File: src/rtl/privwin_pkg.sv
package privwin_pkg;

   typedef enum logic [1:0] {
      TGT_NONE = 2'd0,
      TGT_SCU  = 2'd1,
      TGT_GIC  = 2'd2,
      TGT_TMR  = 2'd3
   } tgt_e;

   // snoop-control register offsets within page 0
   localparam logic [7:0] SCU_CTRL = 8'h00;
   localparam logic [7:0] SCU_CFG  = 8'h04;
   localparam logic [7:0] SCU_STAT = 8'h08;
   localparam logic [7:0] SCU_INV  = 8'h0C;

   localparam logic [7:0] SCU_CFG_VAL = 8'hF3;

   // private interrupt number of the first timer instance in a pair
   localparam int PPI_TIMER_BASE = 29;
   localparam int PPI_PER_CPU    = 32;

   localparam int WIN_BITS = 12;

endpackage

File: src/rtl/privwin_addr_dec.sv
module privwin_addr_dec
   import privwin_pkg::*;
#(
   parameter int N_CPU = 4
) (
   input  logic [$clog2(N_CPU)-1:0] cpu,
   input  logic [11:0]              off,
   input  logic                     rd,
   input  logic                     wr,
   output tgt_e                     tgt,
   output logic [$clog2(N_CPU)-1:0] gic_idx,
   output logic [$clog2(N_CPU):0]   tmr_idx,
   output logic                     illegal
);

   localparam int CPU_W = $clog2(N_CPU);

   // page layout follows from the processor count
   localparam logic [3:0] PG_SCU      = 4'd0;
   localparam logic [3:0] PG_GIC_OWN  = 4'd1;
   localparam logic [3:0] PG_GIC_BANK = 4'd2;
   localparam logic [3:0] PG_TMR_OWN  = 4'(2 + N_CPU);
   localparam logic [3:0] PG_TMR_BANK = 4'(3 + N_CPU);
   localparam logic [3:0] PG_END      = 4'(3 + 2 * N_CPU);

   logic [3:0] page;
   logic       cpu_ok;

   assign page   = off[11:8];
   assign cpu_ok = (int'(cpu) < N_CPU);

   always_comb begin
      tgt     = TGT_NONE;
      gic_idx = '0;
      tmr_idx = '0;
      illegal = 1'b0;
      if (rd || wr) begin
         if (rd && wr) begin
            illegal = 1'b1;
         end else if (page == PG_SCU) begin
            tgt = TGT_SCU;
            case (off[7:0])
               SCU_CTRL, SCU_INV: ;
               SCU_CFG, SCU_STAT: illegal = wr;
               default:           illegal = 1'b1;
            endcase
         end else if (page == PG_GIC_OWN) begin
            tgt     = TGT_GIC;
            gic_idx = cpu;
            illegal = !cpu_ok;
         end else if (page < PG_TMR_OWN) begin
            tgt     = TGT_GIC;
            gic_idx = CPU_W'(page - PG_GIC_BANK);
         end else if (page == PG_TMR_OWN) begin
            tgt     = TGT_TMR;
            tmr_idx = {cpu, off[5]};
            illegal = !cpu_ok;
         end else if (page < PG_END) begin
            tgt     = TGT_TMR;
            tmr_idx = {CPU_W'(page - PG_TMR_BANK), off[5]};
         end else begin
            illegal = 1'b1;
         end
         if (illegal) begin
            tgt     = TGT_NONE;
            gic_idx = '0;
            tmr_idx = '0;
         end
      end
   end

endmodule

File: src/rtl/privwin_snoop_regs.sv
module privwin_snoop_regs
   import privwin_pkg::*;
#(
   parameter int DATA_W = 32
) (
   input  logic              clk,
   input  logic              rst_n,
   input  logic              hit,
   input  logic              wr,
   input  logic [7:0]        reg_off,
   input  logic              wbit,
   output logic [DATA_W-1:0] rdata,
   output logic              enable
);

   logic ctrl_q;

   always_ff @(posedge clk) begin
      if (!rst_n) begin
         ctrl_q <= 1'b0;
      end else if (hit && wr && (reg_off == SCU_CTRL)) begin
         ctrl_q <= wbit;
      end
   end

   always_comb begin
      case (reg_off)
         SCU_CTRL: rdata = DATA_W'(ctrl_q);
         SCU_CFG:  rdata = DATA_W'(SCU_CFG_VAL);
         default:  rdata = '0;
      endcase
   end

   assign enable = ctrl_q;

endmodule

File: src/rtl/privwin_rdata_mux.sv
module privwin_rdata_mux
   import privwin_pkg::*;
#(
   parameter int N_CPU  = 4,
   parameter int DATA_W = 32
) (
   input  logic                        clk,
   input  logic                        rst_n,
   input  logic                        rd,
   input  logic                        illegal,
   input  tgt_e                        tgt,
   input  logic [$clog2(N_CPU)-1:0]    gic_idx,
   input  logic [$clog2(N_CPU):0]      tmr_idx,
   input  logic [DATA_W-1:0]           scu_rdata,
   input  logic [N_CPU*DATA_W-1:0]     gic_rdata,
   input  logic [2*N_CPU*DATA_W-1:0]   tmr_rdata,
   output logic [DATA_W-1:0]           rsp_rdata,
   output logic                        rsp_err
);

   logic [DATA_W-1:0] pick;

   always_comb begin
      case (tgt)
         TGT_SCU: pick = scu_rdata;
         TGT_GIC: pick = gic_rdata[int'(gic_idx) * DATA_W +: DATA_W];
         TGT_TMR: pick = tmr_rdata[int'(tmr_idx) * DATA_W +: DATA_W];
         default: pick = '0;
      endcase
   end

   always_ff @(posedge clk) begin
      if (!rst_n) begin
         rsp_rdata <= '0;
         rsp_err   <= 1'b0;
      end else begin
         rsp_err   <= illegal;
         rsp_rdata <= (rd && !illegal) ? pick : '0;
      end
   end

endmodule

File: src/rtl/privwin_router.sv
module privwin_router
   import privwin_pkg::*;
#(
   parameter int N_CPU  = 4,
   parameter int DATA_W = 32,
   parameter int ADDR_W = 32
) (
   input  logic                        clk,
   input  logic                        rst_n,
   input  logic [$clog2(N_CPU)-1:0]    req_cpu,
   input  logic [ADDR_W-1:0]           req_addr,
   input  logic                        req_rd,
   input  logic                        req_wr,
   input  logic [DATA_W-1:0]           req_wdata,
   output logic [N_CPU-1:0]            gic_sel,
   output logic [7:0]                  gic_offs,
   input  logic [N_CPU*DATA_W-1:0]     gic_rdata,
   output logic [2*N_CPU-1:0]          tmr_sel,
   output logic [3:0]                  tmr_offs,
   input  logic [2*N_CPU*DATA_W-1:0]   tmr_rdata,
   output logic                        tgt_wr,
   output logic [DATA_W-1:0]           tgt_wdata,
   output logic [DATA_W-1:0]           rsp_rdata,
   output logic                        rsp_err,
   output logic                        scu_enable,
   input  logic [2*N_CPU-1:0]          tmr_irq,
   output logic [PPI_PER_CPU*N_CPU-1:0] priv_irq
);

   localparam int CPU_W  = $clog2(N_CPU);
   localparam int TIDX_W = CPU_W + 1;
   localparam int N_TMR  = 2 * N_CPU;

   // elaboration-time parameter checks
   if (N_CPU < 2 || N_CPU > 6) begin : g_bad_ncpu
      $error("privwin_router: N_CPU must lie in 2..6 so the pages fit in 4 KB");
   end
   if (DATA_W < 8) begin : g_bad_dw
      $error("privwin_router: DATA_W must be at least 8");
   end
   if (ADDR_W < WIN_BITS) begin : g_bad_aw
      $error("privwin_router: ADDR_W must cover the 12-bit window");
   end

   logic [11:0]        win_off;
   tgt_e               tgt;
   logic [CPU_W-1:0]   gic_idx;
   logic [TIDX_W-1:0]  tmr_idx;
   logic               illegal;
   logic [DATA_W-1:0]  scu_rdata;

   assign win_off = req_addr[11:0];

   // upper address bits are deliberately not decoded
   if (ADDR_W > WIN_BITS) begin : g_addr_hi
      logic unused_addr_hi;
      assign unused_addr_hi = ^req_addr[ADDR_W-1:WIN_BITS];
   end

   privwin_addr_dec #(.N_CPU(N_CPU)) u_dec (
      .cpu     (req_cpu),
      .off     (win_off),
      .rd      (req_rd),
      .wr      (req_wr),
      .tgt     (tgt),
      .gic_idx (gic_idx),
      .tmr_idx (tmr_idx),
      .illegal (illegal)
   );

   privwin_snoop_regs #(.DATA_W(DATA_W)) u_scu (
      .clk     (clk),
      .rst_n   (rst_n),
      .hit     (tgt == TGT_SCU),
      .wr      (req_wr),
      .reg_off (win_off[7:0]),
      .wbit    (req_wdata[0]),
      .rdata   (scu_rdata),
      .enable  (scu_enable)
   );

   privwin_rdata_mux #(.N_CPU(N_CPU), .DATA_W(DATA_W)) u_mux (
      .clk       (clk),
      .rst_n     (rst_n),
      .rd        (req_rd),
      .illegal   (illegal),
      .tgt       (tgt),
      .gic_idx   (gic_idx),
      .tmr_idx   (tmr_idx),
      .scu_rdata (scu_rdata),
      .gic_rdata (gic_rdata),
      .tmr_rdata (tmr_rdata),
      .rsp_rdata (rsp_rdata),
      .rsp_err   (rsp_err)
   );

   for (genvar i = 0; i < N_CPU; i++) begin : g_gic_sel
      assign gic_sel[i] = (tgt == TGT_GIC) && (gic_idx == CPU_W'(i));
   end

   for (genvar k = 0; k < N_TMR; k++) begin : g_tmr_sel
      assign tmr_sel[k] = (tgt == TGT_TMR) && (tmr_idx == TIDX_W'(k));
   end

   assign gic_offs  = win_off[7:0];
   assign tmr_offs  = win_off[3:0];
   assign tgt_wr    = req_wr && (tgt != TGT_NONE);
   assign tgt_wdata = req_wdata;

   // timer k drives interrupt PPI_TIMER_BASE + k%2 of processor k/2
   for (genvar c = 0; c < N_CPU; c++) begin : g_irq_cpu
      for (genvar b = 0; b < PPI_PER_CPU; b++) begin : g_irq_bit
         if (b == PPI_TIMER_BASE) begin : g_tmr
            assign priv_irq[c*PPI_PER_CPU + b] = tmr_irq[2*c];
         end else if (b == PPI_TIMER_BASE + 1) begin : g_wdg
            assign priv_irq[c*PPI_PER_CPU + b] = tmr_irq[2*c + 1];
         end else begin : g_zero
            assign priv_irq[c*PPI_PER_CPU + b] = 1'b0;
         end
      end
   end

endmodule

File: config.mk
export PLATFORM = sky130hd
export DESIGN_NAME = privwin_router
export DESIGN_NICKNAME = d
export VERILOG_FILES = /design/src/rtl/privwin_pkg.sv /design/src/rtl/privwin_addr_dec.sv /design/src/rtl/privwin_snoop_regs.sv /design/src/rtl/privwin_rdata_mux.sv /design/src/rtl/privwin_router.sv
export SDC_FILE = /design/constraint.sdc
export NUM_CORES = 1
export LEC_CHECK = 0
export BUFFER_PORTS_ARGS = -buffer_cell sky130_fd_sc_hd__buf_2
export CAP_MARGIN = 20
export CORE_AREA = 10 10 256 258
export CTS_BUF_LIST = sky130_fd_sc_hd__clkbuf_16
export CTS_CLUSTER_SIZE = 10
export DETAILED_ROUTE_END_ITERATION = 16
export DIE_AREA = 0 0 266 268
export HOLD_SLACK_MARGIN = 0.12
export PLACE_DENSITY = 0.34
export SLEW_MARGIN = 20
export SYNTH_ARGS = -nofsm -noshare
export SYNTH_HDL_FRONTEND = slang
export SYNTH_SLANG_ARGS = --single-unit
File: constraint.sdc
create_clock -name clk -period 3.4 [get_ports clk]
set_input_delay 0.51 -clock clk [delete_from_list [all_inputs] [get_ports clk]]
set_output_delay 0.51 -clock clk [all_outputs]
set_load 0.03 [all_outputs]
==> results.tsv <==
stage	metric	value	unit
drt	DR DRC count	0	
final_layout	most frequent cells in the layout	461 x buf_2, 120 x conb_1, 67 x nand2_1, 39 x nor3_1, 38 x nor2_1	
synthesis	compound-gate portion of the synthesized area	27.2	%
timing	worst clock skew	0.000660	ns
synthesis	synth unique cells	59	
placement	dpl ws	0.0124	ns
pwr	Power Dens Cells	252	nW/um^2
timing	worst slew pin tran	0.757	ns
timing	relative slew slack	49.6	%
grt	vias in the first global route	7422	
grt	antenna violations before repair	7	
worst_hold_path	min-delay worst type	input port to register	
synthesis	Synth Register Bits	34	
synthesis	ys async rst share	0	%
timing	Achievable Freq	327	MHz
synthesis	yosys warns	0	
clocking	Root Buffer	clkbuf_16	
pwr	Leak	0.00393	uW
synthesis	ranking of synthesized cells by area	buf_4 23%, dfxtp_1 12%, mux4_2 6.5%	
synthesis	post-synthesis average cell area	7.72	sq um
pwr	Max rail drop VDD	230	uV
timing	Total Neg Setup Slack	0	ns
worst_setup_path	R2R Setup Slk	2.61	ns
drt	1st-pass router iterations	8	
final_layout	# fillers	7036	
clocking	CTS Buf Count	5	
grt	largest net degree at the start of global routing	97	
drt	Routed met2 length	20.3	mm
job	max cap viols	0	
worst_setup_path	CP arrival	2.55	ns
drt	wl on met1	18.3	mm
worst_setup_path	worst setup path category	input port to primary output	
grt	grt total ovfl	0	
drt	top sig layer	met5	
floorplan	I/O pin count	681	
grt	GRT Util Overall	10.8	%
drt	First DRT Iteration DRCs	519	
final_layout	most common cell after layout, fill and taps aside	buf_2	
synthesis	area leader, netlist	buf_4	
placement	dpl hpwl	36.3	mm
drt	final WL	42.0	mm
clocking	H-tree depth	2	
synthesis	Synth top area share	23.4	%
worst_setup_path	Worst Path Max Fanout	7	
worst_setup_path	critical path's top delay family	simple AND/OR/NAND/NOR gates	
clocking	CTS tree	done	
floorplan	die area	71300	sq um
grt	first-pass GRT wire length	55.5	mm
synthesis	synthesized area	5510	sq um
clocking	clk slew on worst S/H paths	0.06	ns
worst_setup_path	CP bufs+invs	2	
timing	Final setup violation count	0	
floorplan	FP Rows	90	
drt	Detail Route Antenna Nets	0	
placement	cell count after placement	1888	
clocking	Post CTS Setup Buffer Count	0	
synthesis	Synth Flop Type	dfxtp_1	
drt	routed len/inst	22.1	um
drt	vias per cell	3.65	
placement	port bufs	462	
worst_hold_path	worst hold path depth	3	
pwr	overall power	2130	uW
final_layout	share of cells above drive strength 1	51.4	%
worst_setup_path	max incr delay on CP	0.48	ns
final_layout	non-filler cells, final	1898	
drt	detailed-route via count	6934	
worst_setup_path	CP required	2.89	ns
timing	post-layout minimum cycle time	3.06	ns
final_layout	Syn-to-layout area delta	53.0	%
timing	Final Hold Fails	0	
floorplan	width of the die	266	um
clocking	CTS max path bufs	2	
worst_setup_path	worst reg-to-reg path cell count	2	
worst_setup_path	R2R Path End	u_mux.rsp_rdata[0]	
worst_setup_path	Setup crit start kind	input port	
synthesis	number of flops mapped to enable cells by yosys	0	
floorplan	core area	60100	sq um
final_layout	nets	1579	
floorplan	Initial Utilization	9.17	%
worst_setup_path	Crit-path slowest cell	or3b_1	
worst_setup_path	endpoint class of the critical path	primary output	
synthesis	Post-Synthesis Cells	714	
placement	Placer Congestion	0.808	
timing	RSZ-0062 raised after global routing	false	
floorplan	Die Y	268	um
timing	period utilization	89.9	%
status	status	complete, no violations	
synthesis	Seq/Total Area, Yosys	12.3	%
worst_setup_path	most frequent CP cell	buf_2	
synthesis	post-synthesis mux area share	14.3	%
worst_setup_path	CP Cell Sequence	buf_2 > ha_1 > or3b_1 > a21oi_4 > nand2_1 > nor3_1 > buf_2	
clocking	hold_buf cts	0	
placement	Post-DP Area	8240	sq um
synthesis	Simple-Gate Fraction of Synth Area	16.7	%
timing	Slew Viols, Final	0	
final_layout	post-route design area	8440	sq um
drt	routed wire length on met3	2.57	mm
clocking	clock sink total	34	
synthesis	main combinational cell family by area after synthesis	buffers and inverters	
synthesis	Post-Synth XOR/XNOR Area	0.318	%
synthesis	Adder-Cell Fraction of Synth Area	0.908	%
clocking	worst-skew pair later-pin latency	0.30	ns
clocking	CTS resizes	0	
worst_setup_path	worst flop-to-flop path startpoint	u_scu.enable	
worst_hold_path	Hold Path End	u_scu.enable	
timing	setup ws final	0.343	ns
worst_hold_path	HP Start	req_wdata[0]	
## worst min-delay path, cell delays in order
cell and delay, ns:
buf_2 0.09, mux2i_1 0.06, nor2b_1 0.10
## through the flow
stage               util (%)  hold WS, ns
CTS                     14.0        0.468
global placement        13.7        0.528
floorplan                  -        0.638
finish                  14.0        0.491
detailed placement      13.7        0.531
global route            14.0        0.507
## kinds of logic after synthesis
family	count (synthesis)
compound gates	188
buf+inv	237
other cells	1
fa+ha+maj	4
xor+xnor	2
flops	34
simple gates	194
mux	54
## Yosys cell counts, drive strengths merged, types with 4 or more instances
library cell and count:
a21oi 13, a222oi 28, nand4 4, o21ai 24
a22oi 4, a31oi 7, nor3 39, mux2 36
clkbuf 57, o22ai 25, ha 4, nand2 67
a32oi 9, dfxtp 34, inv 4, and3 17
o221ai 29, mux4 16, a221o 10, o22a 8
o221a 7, nor2 41, nand3 5, a211oi 4
buf 176
## state kept, by name, summed over array words and instances (netlist names)
signal,cells
u_mux.rsp_err,1
u_mux.rsp_rdata,32
u_scu.enable,1
## where the power goes
part	total, uW	internal, uW	switching [uW]	leakage [uW]
sequential	412	409	3.11	0.000275
clock	634	422	212	0.0000940
combinational	1080	406	673	0.00356
total	2130	1240	888	0.00393
## layout make-up
class | count | area, sq um | share of cell area (%)
Clock buffer | 5 | 125 | 1.48
Tap cell | 782 | 978 | 11.6
Timing Repair Buffer | 506 | 2780 | 33.0
Multi-Input combinational cell | 562 | 3780 | 44.8
Inverter | 4 | 15.0 | 0.178
Clock inverter | 3 | 68.8 | 0.816
Antenna cell | 2 | 5.00 | 0.0593
Sequential cell | 34 | 681 | 8.07
## metal layers
| layer | vias up | global-route usage, % |
|---|---|---|
| met5 | - | 0 |
| met4 | 2 | 3.06 |
| met3 | 47 | 2.19 |
| met2 | 377 | 18.0 |
| met1 | 3278 | 13.8 |
| li1 | 3230 | - |
## how the worst max path moves through the flow
stage                startpoint                   to  slack [ns]  cells past startpoint
floorplan           req_addr[9]           gic_sel[2]        0.43                      6
global placement    req_addr[8]  u_mux.rsp_rdata[13]        0.05                     10
detailed placement  req_addr[8]  u_mux.rsp_rdata[13]        0.01                     10
CTS                 req_addr[8]           gic_sel[0]        0.30                      8
global route        req_addr[8]   u_mux.rsp_rdata[6]        0.16                      9
finish              req_addr[8]           tmr_sel[5]        0.34                      7
(Power assumes the default switching activity.)
